$ cat src/rtl/pdn_ret_pkg.sv
package pdn_ret_pkg;

  localparam int MODE_W = 3;

  typedef enum logic [2:0] {
    ST_RUN          = 3'd0,
    ST_SWITCH_PDN   = 3'd1,
    ST_ASSERT_RET   = 3'd2,
    ST_POWER_OFF    = 3'd3,
    ST_WAKE         = 3'd4,
    ST_RESTORE_NORM = 3'd5
  } seq_state_e;

  // Mode codes that remove power from the top domain
  localparam logic [MODE_W-1:0] MODE_DIDLE_TOPOFF = 3'd2;
  localparam logic [MODE_W-1:0] MODE_DSTOP_TOPOFF = 3'd4;
  localparam logic [MODE_W-1:0] MODE_SLEEP        = 3'd5;

  function automatic logic mode_cuts_top(input logic [MODE_W-1:0] m);
    return (m == MODE_DIDLE_TOPOFF) || (m == MODE_DSTOP_TOPOFF) || (m == MODE_SLEEP);
  endfunction

endpackage

$ cat src/rtl/pdn_ret_fsm.sv
module pdn_ret_fsm
  import pdn_ret_pkg::*;
(
  input  logic              clk,
  input  logic              rst_n,
  input  logic              pd_req,
  input  logic [MODE_W-1:0] pd_mode,
  input  logic              wake_evt,
  output seq_state_e        state_q,
  output logic              topoff_q,
  output logic              enter_pdn,
  output logic              arm_ret
);

  seq_state_e state_d;

  assign enter_pdn = (state_q == ST_RUN) && pd_req;
  assign arm_ret   = (state_q == ST_SWITCH_PDN) && topoff_q;

  always_comb begin
    state_d = state_q;
    case (state_q)
      ST_RUN:          if (pd_req) state_d = ST_SWITCH_PDN;
      ST_SWITCH_PDN: begin
        if (topoff_q)      state_d = ST_ASSERT_RET;
        else if (wake_evt) state_d = ST_RESTORE_NORM;
      end
      ST_ASSERT_RET:   state_d = ST_POWER_OFF;
      ST_POWER_OFF:    if (wake_evt) state_d = ST_WAKE;
      ST_WAKE:         state_d = ST_RESTORE_NORM;
      ST_RESTORE_NORM: state_d = ST_RUN;
      default:         state_d = ST_RUN;
    endcase
  end

  always_ff @(posedge clk or negedge rst_n) begin
    if (!rst_n) state_q <= ST_RUN;
    else        state_q <= state_d;
  end

  // Mode class latched once per entry
  always_ff @(posedge clk or negedge rst_n) begin
    if (!rst_n)         topoff_q <= 1'b0;
    else if (enter_pdn) topoff_q <= mode_cuts_top(pd_mode);
  end

endmodule

$ cat src/rtl/pdn_ret_release.sv
module pdn_ret_release #(
  parameter int REG_W    = 32,
  parameter int MAIN_BIT = 31,
  parameter int SD_BIT   = 22
) (
  input  logic             clk,
  input  logic             rst_n,
  input  logic             arm_ret,
  input  logic             enter_pdn,
  input  logic             wr_ok,
  input  logic             wr_en,
  input  logic [REG_W-1:0] wr_data,
  output logic [1:0]       hold_q,
  output logic [REG_W-1:0] rd_data
);

  localparam int NCH = 2;

  function automatic int chan_pos(input int ch);
    return (ch == 0) ? MAIN_BIT : SD_BIT;
  endfunction

  logic [NCH-1:0] rel_q;

  for (genvar c = 0; c < NCH; c++) begin : g_chan
    localparam int POS = chan_pos(c);
    logic accept, en, hold_d, rel_d;

    assign accept = wr_en && wr_ok && wr_data[POS] && hold_q[c];
    assign en     = arm_ret || enter_pdn || accept;

    always_comb begin
      hold_d = hold_q[c];
      rel_d  = rel_q[c];
      if (enter_pdn) rel_d = 1'b0;
      if (arm_ret)   hold_d = 1'b1;
      if (accept) begin
        hold_d = 1'b0;
        rel_d  = 1'b1;
      end
    end

    always_ff @(posedge clk or negedge rst_n) begin
      if (!rst_n) begin
        hold_q[c] <= 1'b0;
        rel_q[c]  <= 1'b0;
      end else if (en) begin
        hold_q[c] <= hold_d;
        rel_q[c]  <= rel_d;
      end
    end
  end

  always_comb begin
    rd_data = '0;
    for (int c = 0; c < NCH; c++) rd_data[chan_pos(c)] = rel_q[c];
  end

endmodule

$ cat src/rtl/pdn_ret_seq.sv
module pdn_ret_seq
  import pdn_ret_pkg::*;
#(
  parameter int REG_W       = 32,
  parameter int MAIN_BIT    = 31,
  parameter int SD_BIT      = 22,
  parameter int SYNC_STAGES = 2
) (
  input  logic              clk,
  input  logic              rst_n,
  input  logic              pd_req,
  input  logic [MODE_W-1:0] pd_mode,
  input  logic              wake_evt,
  input  logic              sw_wr_en,
  input  logic [REG_W-1:0]  sw_wr_data,
  output logic [REG_W-1:0]  sw_rd_data,
  output logic              pad_sel_pdn,
  output logic              ret_grp0,
  output logic              ret_grp1,
  output logic              ret_audio,
  output logic              ret_sdmmc,
  output logic              top_pwr_en,
  output logic              rst_out_n,
  output logic              nand_pad_in
);

  logic [SYNC_STAGES-1:0] rst_sync_q;
  logic                   rst_core_n;

  always_ff @(posedge clk or negedge rst_n) begin
    if (!rst_n) rst_sync_q <= '0;
    else        rst_sync_q <= {rst_sync_q[SYNC_STAGES-2:0], 1'b1};
  end
  assign rst_core_n = rst_sync_q[SYNC_STAGES-1];

  seq_state_e state_q;
  logic       topoff_q, enter_pdn, arm_ret;
  logic [1:0] hold_q;

  pdn_ret_fsm u_fsm (
    .clk      (clk),
    .rst_n    (rst_core_n),
    .pd_req   (pd_req),
    .pd_mode  (pd_mode),
    .wake_evt (wake_evt),
    .state_q  (state_q),
    .topoff_q (topoff_q),
    .enter_pdn(enter_pdn),
    .arm_ret  (arm_ret)
  );

  pdn_ret_release #(
    .REG_W   (REG_W),
    .MAIN_BIT(MAIN_BIT),
    .SD_BIT  (SD_BIT)
  ) u_rel (
    .clk      (clk),
    .rst_n    (rst_core_n),
    .arm_ret  (arm_ret),
    .enter_pdn(enter_pdn),
    .wr_ok    (state_q == ST_RUN),
    .wr_en    (sw_wr_en),
    .wr_data  (sw_wr_data),
    .hold_q   (hold_q),
    .rd_data  (sw_rd_data)
  );

  logic restore_off;
  assign restore_off = (state_q == ST_RESTORE_NORM) && topoff_q;

  assign pad_sel_pdn = (state_q == ST_SWITCH_PDN) || (state_q == ST_ASSERT_RET) ||
                       (state_q == ST_POWER_OFF)  || (state_q == ST_WAKE);
  assign ret_grp0    = (state_q == ST_ASSERT_RET) || (state_q == ST_POWER_OFF) ||
                       (state_q == ST_WAKE) || restore_off;
  assign ret_grp1    = hold_q[0];
  assign ret_audio   = hold_q[0];
  assign ret_sdmmc   = hold_q[1];
  assign top_pwr_en  = (state_q != ST_POWER_OFF);
  assign rst_out_n   = !((state_q == ST_POWER_OFF) || (state_q == ST_WAKE) || restore_off);
  assign nand_pad_in = (state_q == ST_POWER_OFF);

endmodule

$ cat config.mk
export PLATFORM = sky130hd
export DESIGN_NAME = pdn_ret_seq
export DESIGN_NICKNAME = d
export VERILOG_FILES = /design/src/rtl/pdn_ret_pkg.sv /design/src/rtl/pdn_ret_fsm.sv /design/src/rtl/pdn_ret_release.sv /design/src/rtl/pdn_ret_seq.sv
export SDC_FILE = /design/constraint.sdc
export NUM_CORES = 1
export LEC_CHECK = 0
export BUFFER_PORTS_ARGS = -buffer_cell sky130_fd_sc_hd__buf_2
export CELL_PAD_IN_SITES_DETAIL_PLACEMENT = 0
export CELL_PAD_IN_SITES_GLOBAL_PLACEMENT = 1
export CORE_MARGIN = 1
export CORE_UTILIZATION = 23
export DETAILED_ROUTE_END_ITERATION = 6
export GPL_TIMING_DRIVEN = 0
export PLACE_DENSITY = 0.89
export SYNTH_ARGS = -nofsm -noshare
export SYNTH_HDL_FRONTEND = slang
export SYNTH_HIERARCHICAL = 1
export SYNTH_SLANG_ARGS = --single-unit
$ cat constraint.sdc
create_clock -name clk -period 2.24 [get_ports clk]
set_input_delay 0.56 -clock clk [delete_from_list [all_inputs] [get_ports clk]]
set_output_delay 0.56 -clock clk [all_outputs]
set_load 0.005 [all_outputs]
==> reports/metrics.csv, run 1 <==
stage,metric,value,unit
placed_design,Port Buf Inserts,19,
sta,Setup TNS Final,0,ns
sta,post-route clock period utilization,0.841,
synthesis,post-synthesis sequential area ratio,0.348,
synthesis,largest family of logic cells by synthesized area,buffers and inverters,
pwr,Internal,0.518,mW
synthesis,post-synthesis simple-gate area fraction,0.188,
drt,Via density,3.62,
pwr,total power,0.836,mW
job,max_cap viols,0,
pwr,Net Sw Power,0.319,mW
grt,largest net degree at the start of global routing,14,
clock_network,hold buffers post-CTS,0,
clock_network,Root Buffer,clkbuf_4,
critical_path,"Max FO, Critical Path",12,
synthesis,Adder-Cell Fraction of Synth Area,0,
critical_path,critical path cell sequence,"nor3_1, nor2_1, buf_2",
floorplanning,Die ar.,3360,um^2
critical_path,CP required,1.68,ns
layout,ANT cells,0,
drt,Total Wirelength,1.30,mm
floorplanning,Die Y,57.9,um
status,status,"finished, violations left",
sta,RSZ-0062 raised after global routing,false,
clock_network,Num Clock Sinks,10,
pwr,pwr/cell area,849,nW/um^2
sta,final hold vios,0,
grt,first-pass GRT wire length,1.97,mm
synthesis,Mapped Cells,82,
clock_network,CTS tree,yes,
layout,Post-Layout Cell Count,164,
pwr,Clock Power Share,0.132,
synthesis,xor and xnor fraction of the mapped netlist area,0,
drt,WL per Instance,7.90,um
clock_network,Post-CTS Setup Inserts,0,
synthesis,"area leader, netlist",dfrtp_1,
floorplanning,Initial Util,0.252,
synthesis,Compound-Gate Fraction of Synth Area,0.110,
pwr,Logic pwr share,0.456,
synthesis,Area contributors post-synth,"dfrtp_1 (35%), buf_4 (32%), o21a_1 (4.2%), a21oi_1 (2.8%), o21ai_0 (2.8%)",
drt,total number of vias,593,
grt,vias in the first global route,474,
sta,endpoints failing setup,0,
clock_network,clock buffer depth,2,
pwr,Max VDD drop,222,uV
layout,ratio of cells with drive above 1 in the final layout,0.406,
layout,fin util,0.345,
pwr,Sw Share,0.381,
layout,Final Cell Area,985,um^2
worst_hold_path,Min-Delay Path Class,in2async,
drt,DRT antenna net count,0,
synthesis,Seq cells post-synth,10,
synthesis,top cell type's share of synthesized area,0.348,
critical_path,max incr delay on CP,0.49,ns
floorplanning,Core Region,2850,um^2
sta,Final Slew Violations,0,
pwr,static leakage,0.562,nW
synthesis,"Cell Area, Synth",719,um^2
sta,FMAX,531,MHz
grt,GRT Overall Usage,0.0773,
synthesis,Avg Inst Size Synth,8.77,um^2
layout,FILL cells,298,
layout,nets,175,
clock_network,CTS buffer count,3,
grt,initial antenna violation count,0,
synthesis,"Distinct cells, synth",21,
pwr,sequential share of power,0.412,
clock_network,H-Tree Depth,1,
clock_network,post-CTS resize count,0,
critical_path,endpoint class of the critical path,output port,
synthesis,mux cell area share after synthesis,0,
critical_path,Crit-path slowest cell,dfrtp_1,
drt,DRT iter0 DRCs,17,
sta,Final WS setup,0.356,ns
sta,Min Hold Slack,0.0859,ns
sta,minimum clock period,1.88,ns
floorplanning,Die Wd,57.9,um
placed_design,Placement Cell Area,962,um^2
synthesis,yosys warns,6,
drt,DRC violations left,7,
layout,"Area growth, synth to finish",36.9,%
placed_design,GPL Wtd Cong,0.701,
drt,DRT Pass-1 Iters,6,
placed_design,Place WS,0.615,ns
critical_path,CP startpoint kind,flop,
critical_path,data arrival time of the worst path,1.32,ns
placed_design,dpl cells,161,
grt,GR Overflow Total,0,
status,failing checks,DRC,
sta,skew final,0.00208,ns
floorplanning,Ports,80,
floorplanning,Rows,19,
clock_network,clk slew on worst S/H paths,0.06,ns
placed_design,Post-DP HPWL,1.12,mm
critical_path,CP Class,reg2out,
clock_network,Skew-Pair Late Insertion Delay,0.25,ns
worst max-delay path, delay by kind of cell, from the launching register on:
kind,cells,cell delay (ns)
buffers and inverters,1,0.14
DFF,1,0.49
and+or+nand+nor,2,0.45
power by group through the flow:
stage               clock [mW]  sequential, mW  combinational [mW]
finish                   0.110           0.344               0.381
global route             0.125           0.363               0.428
CTS                      0.118           0.345               0.383
detailed placement           0           0.348               0.379
global placement             0           0.341               0.357
floorplan                    0           0.329               0.251
cell type report:
cell class / instances / area (um^2) / share of cell area
timing repair buffer: 19 / 95.1 / 0.0966
tap: 31 / 38.8 / 0.0394
clock buffer: 3 / 22.5 / 0.0229
inverter: 4 / 15.0 / 0.0152
sequential: 10 / 250 / 0.254
buffer: 31 / 233 / 0.236
multi-input combinational: 66 / 330 / 0.335
synth_stat cells:
| cell type | count |
|---|---|
| nor2_1 | 3 |
| buf_4 | 31 |
| nor3_1 | 1 |
| nor3b_1 | 1 |
| nand3b_1 | 2 |
| a21oi_1 | 4 |
| o21a_1 | 4 |
| nand2_1 | 4 |
| and3b_1 | 1 |
| dfrtp_1 | 10 |
| nand4_1 | 2 |
| inv_1 | 4 |
| or3_1 | 1 |
| nor2b_1 | 2 |
| nor4b_2 | 1 |
| o21ai_0 | 4 |
| a221oi_1 | 1 |
| nand2b_1 | 2 |
| conb_1 | 2 |
| or2b_1 | 1 |
| or2_0 | 1 |
metal layers:
metal	track usage	up-vias	share of wire
li1	-	313	-
met1	0.0778	248	0.35
met2	0.144	30	0.54
met3	0.0313	2	0.10
met4	0.0238	0	0.0054
met5	0	-	0
final timing paths:
path                       cells past startpoint                    startpoint  slack, ns                            end
max                                            3  u_fsm/state_q[1]$_DFFE_PN0P_       0.36                    pad_sel_pdn
min                                            1                         rst_n       0.09        rst_sync_q[1]$_DFF_PN0_
max reg2reg                                    3  u_fsm/state_q[0]$_DFFE_PN0P_       0.94   u_fsm/state_q[0]$_DFFE_PN0P_
min reg2reg                                    0       rst_sync_q[1]$_DFF_PN0_       0.13    u_rel/hold_q[1]$_DFFE_PN0P_
max in group asynchronous                      0       rst_sync_q[1]$_DFF_PN0_       1.87  u_rel/rd_data[31]$_DFFE_PN0P_
min in group clk                               0       rst_sync_q[0]$_DFF_PN0_       0.36        rst_sync_q[1]$_DFF_PN0_
cell families (layout without fill, tap and decap cells):
kind of cell,after synthesis,after routing
and+or+nand+nor,22,22
buffers and inverters,35,57
DFF,10,10
other,2,31
AOI/OAI and AO/OA,13,13
layout by cell type, fill, tap and decap left out, drive strengths merged:
cell    instances
nand3b          2
inv             4
nor3            1
conb           31
or2             1
nor2            3
buf            50
nand2b          2
and3b           1
clkbuf          3
a221oi          1
nor2b           2
o21a            4
o21ai           4
a21oi           4
or2b            1
nor3b           1
nand2           4
dfrtp          10
or3             1
nor4b           1
nand4           2
registers in the layout, indices dropped and copies added (netlist names):
name            flops
rst_sync_q          2
u_fsm/topoff_q      1
u_rel/rd_data       2
u_fsm/state_q       3
u_rel/hold_q        2
Power figures use the tool's default switching activity.
==> run 2, diff against run 1 <==
--- a/config.mk
+++ b/config.mk
@@ -9,10 +9,10 @@
 export CELL_PAD_IN_SITES_DETAIL_PLACEMENT = 0
 export CELL_PAD_IN_SITES_GLOBAL_PLACEMENT = 1
 export CORE_MARGIN = 1
-export CORE_UTILIZATION = 23
+export CORE_UTILIZATION = 19
 export DETAILED_ROUTE_END_ITERATION = 6
 export GPL_TIMING_DRIVEN = 0
-export PLACE_DENSITY = 0.89
+export PLACE_DENSITY = 0.79
 export SYNTH_ARGS = -nofsm -noshare
 export SYNTH_HDL_FRONTEND = slang
 export SYNTH_HIERARCHICAL = 1
==> constraint.sdc (replaced) <==
create_clock -name clk -period 1.6 [get_ports clk]
set_input_delay 0.4 -clock clk [delete_from_list [all_inputs] [get_ports clk]]
set_output_delay 0.4 -clock clk [all_outputs]
set_load 0.005 [all_outputs]
==> run 2 against run 1 <==
Power rose by 70%. Count of clock-buffer cells in the layout did not move. Largest cell class is now buffers. Sequential power rose by 38%. The run now ends clean.
==> reports/metrics.csv, run 2 (synthesis gave the netlist of run 1 again) <==
stage,metric,value,unit,change
status,status,finished clean,,"was finished, violations left"
drt,DRC violations left,0,,was 7
clock_network,CTS buffer count,3,,unchanged
drt,DRT iter0 DRCs,8,,was 17
critical_path,data arrival time of the worst path,1.15,ns,was 1.32 ns
drt,DRT antenna net count,0,,unchanged
drt,total number of vias,614,,was 593
job,max_cap viols,0,,unchanged
sta,skew final,0.00154,ns,was 0.00208 ns
critical_path,r2r startpoint,u_fsm/state_q[0]$_DFFE_PN0P_,,unchanged
pwr,pwr/cell area,1290,nW/um^2,was 849 nW/um^2
layout,FILL cells,401,,was 298
layout,"commonest non-fill, non-tap cell in the layout",buf_4,,
drt,DRT Pass-1 Iters,4,,was 6
drt,Total Wirelength,1.31,mm,was 1.30 mm
grt,GRT Overall Usage,0.0629,,was 0.0773
critical_path,CP Class,reg2out,,unchanged
pwr,Max VDD drop,635,uV,was 222 uV
placed_design,Port Buf Inserts,19,,unchanged
critical_path,endpoint class of the critical path,output port,,unchanged
layout,nets,183,,was 175
layout,number of flip-flops in the largest register,3,,unchanged
grt,vias in the first global route,478,,was 474
layout,Final Cell Area,1110,um^2,was 985 um^2
floorplanning,Initial Util,0.207,,was 0.252
clock_network,Num Clock Sinks,10,,unchanged
layout,ratio of cells with drive above 1 in the final layout,0.468,,was 0.406
critical_path,CP required,1.20,ns,was 1.68 ns
floorplanning,Die ar.,4040,um^2,was 3360 um^2
critical_path,top cell family by delay on the critical path,flip-flops,,unchanged
critical_path,critical path cell sequence,"nand3b_1, o21a_1, buf_2",,"was nor3_1, nor2_1, buf_2"
placed_design,Post-DP HPWL,1.01,mm,was 1.12 mm
critical_path,buffer and inverter count on the worst path,1,,unchanged
clock_network,clk slew on worst S/H paths,0.04,ns,was 0.06 ns
floorplanning,Rows,21,,was 19
grt,GR Overflow Total,0,,unchanged
sta,final hold vios,0,,unchanged
drt,WL per Instance,6.98,um,was 7.90 um
placed_design,GPL Wtd Cong,0.713,,was 0.701
layout,"commonest non-fill, non-tap cells in the layout","buf_4 (38), conb_1 (31), buf_2 (19)",,"was buf_4 (31), conb_1 (31), buf_2 (19)"
sta,endpoints failing setup,0,,unchanged
layout,largest reg by FF count,u_fsm/state_q,,unchanged
sta,FMAX,645,MHz,
clock_network,clock buffer depth,2,,unchanged
layout,ANT cells,0,,unchanged
clock_network,Root Buffer,clkbuf_8,,was clkbuf_4
floorplanning,Die Wd,63.5,um,was 57.9 um
clock_network,H-Tree Depth,1,,unchanged
critical_path,max incr delay on CP,0.46,ns,was 0.49 ns
grt,initial antenna violation count,0,,unchanged
sta,Setup TNS Final,0,ns,unchanged
sta,RSZ-0062 raised after global routing,true,,was false
critical_path,Crit-path slowest cell,dfrtp_2,,was dfrtp_1
placed_design,Placement Cell Area,981,um^2,was 962 um^2
floorplanning,Die Y,63.5,um,was 57.9 um
floorplanning,Core Region,3470,um^2,was 2850 um^2
worst_hold_path,Min-Delay Path Class,reg2async,,was in2async
critical_path,CP startpoint kind,flop,,unchanged
floorplanning,Ports,80,,unchanged
pwr,static leakage,0.612,nW,was 0.562 nW
sta,post-route clock period utilization,0.969,,
grt,largest net degree at the start of global routing,14,,unchanged
sta,Final Slew Violations,0,,unchanged
grt,first-pass GRT wire length,1.92,mm,was 1.97 mm
sta,minimum clock period,1.55,ns,
layout,"Area growth, synth to finish",53.9,%,was 36.9%
clock_network,CTS tree,yes,,unchanged
drt,Via density,3.28,,was 3.62
clock_network,Skew-Pair Late Insertion Delay,0.23,ns,was 0.25 ns
critical_path,"Max FO, Critical Path",7,,was 12
critical_path,worst setup path start,u_fsm/state_q[2]$_DFFE_PN0P_,,was u_fsm/state_q[1]$_DFFE_PN0P_
run 2: cell count changes in the layout (fill, tap and decap cells not counted):
| cell | before | now |
|---|---|---|
| nand2b_4 | 0 | 1 |
| dlygate4sd3_1 | 0 | 1 |
| nor3_4 | 0 | 1 |
| nand2b_1 | 2 | 1 |
| clkbuf_4 | 3 | 0 |
| nor3_1 | 1 | 0 |
| buf_4 | 31 | 38 |
| o21ai_1 | 0 | 1 |
| o21ai_0 | 4 | 3 |
| dfrtp_2 | 0 | 3 |
| clkbuf_8 | 0 | 3 |
| dfrtp_1 | 10 | 7 |
run 2: through the flow:
stage               setup WS, ns  cells   util  hold WS, ns  total power, mW
finish                    0.0493    187  0.319        0.129             1.42
detailed placement        0.0870    176  0.283        0.139             1.01
global placement          0.0706    176  0.283        0.134             1.00
floorplan                  0.364    111      -       0.0946            0.812
global route            -0.00335    187  0.319        0.166             1.54
CTS                      0.00450    181  0.304        0.143             1.32
run 2: cell type report:
type / instances / area (um^2) / area share
plain buffers: 31 / 233 / 0.210
well taps: 46 / 57.6 / 0.0520
clock buffers: 3 / 41.3 / 0.0373
flip-flops and latches: 10 / 254 / 0.229
repair buffers: 27 / 158 / 0.142
inverters: 4 / 15.0 / 0.0136
multi-input cells: 66 / 349 / 0.315
run 2: final timing paths:
path                                                  to  slack (ns)  cells past startpoint
max                                            rst_out_n        0.05                      3
min                          u_rel/hold_q[1]$_DFFE_PN0P_        0.13                      0
max reg2reg                u_rel/rd_data[31]$_DFFE_PN0P_        0.17                      4
min reg2reg                  u_rel/hold_q[1]$_DFFE_PN0P_        0.13                      0
max in group asynchronous        rst_sync_q[0]$_DFF_PN0_        1.03                      2
min in group clk                 rst_sync_q[1]$_DFF_PN0_        0.35                      0
run 2: what timing repair did:
action                                 4_1_cts  5_1_grt
setup endpoints to repair                    3        3
endpoints found under the hold margin        2        0
hold buffers                                 1        0
resized for setup                            5        2
setup buffers                                1        6
run 2: power breakdown:
group / switching [mW] / total, mW / internal (mW)
sequential: 0.123 / 0.474 / 0.352
clock: 0.0835 / 0.247 / 0.163
combinational: 0.290 / 0.703 / 0.413
total: 0.496 / 1.42 / 0.928
run 2: routing by layer:
metal,vias to the layer above,routed length (um),global-route usage
li1,326,-,-
met1,256,516,0.0613
met2,32,634,0.104
met3,0,154,0.0417
met4,0,0,0.0256
met5,-,0,0
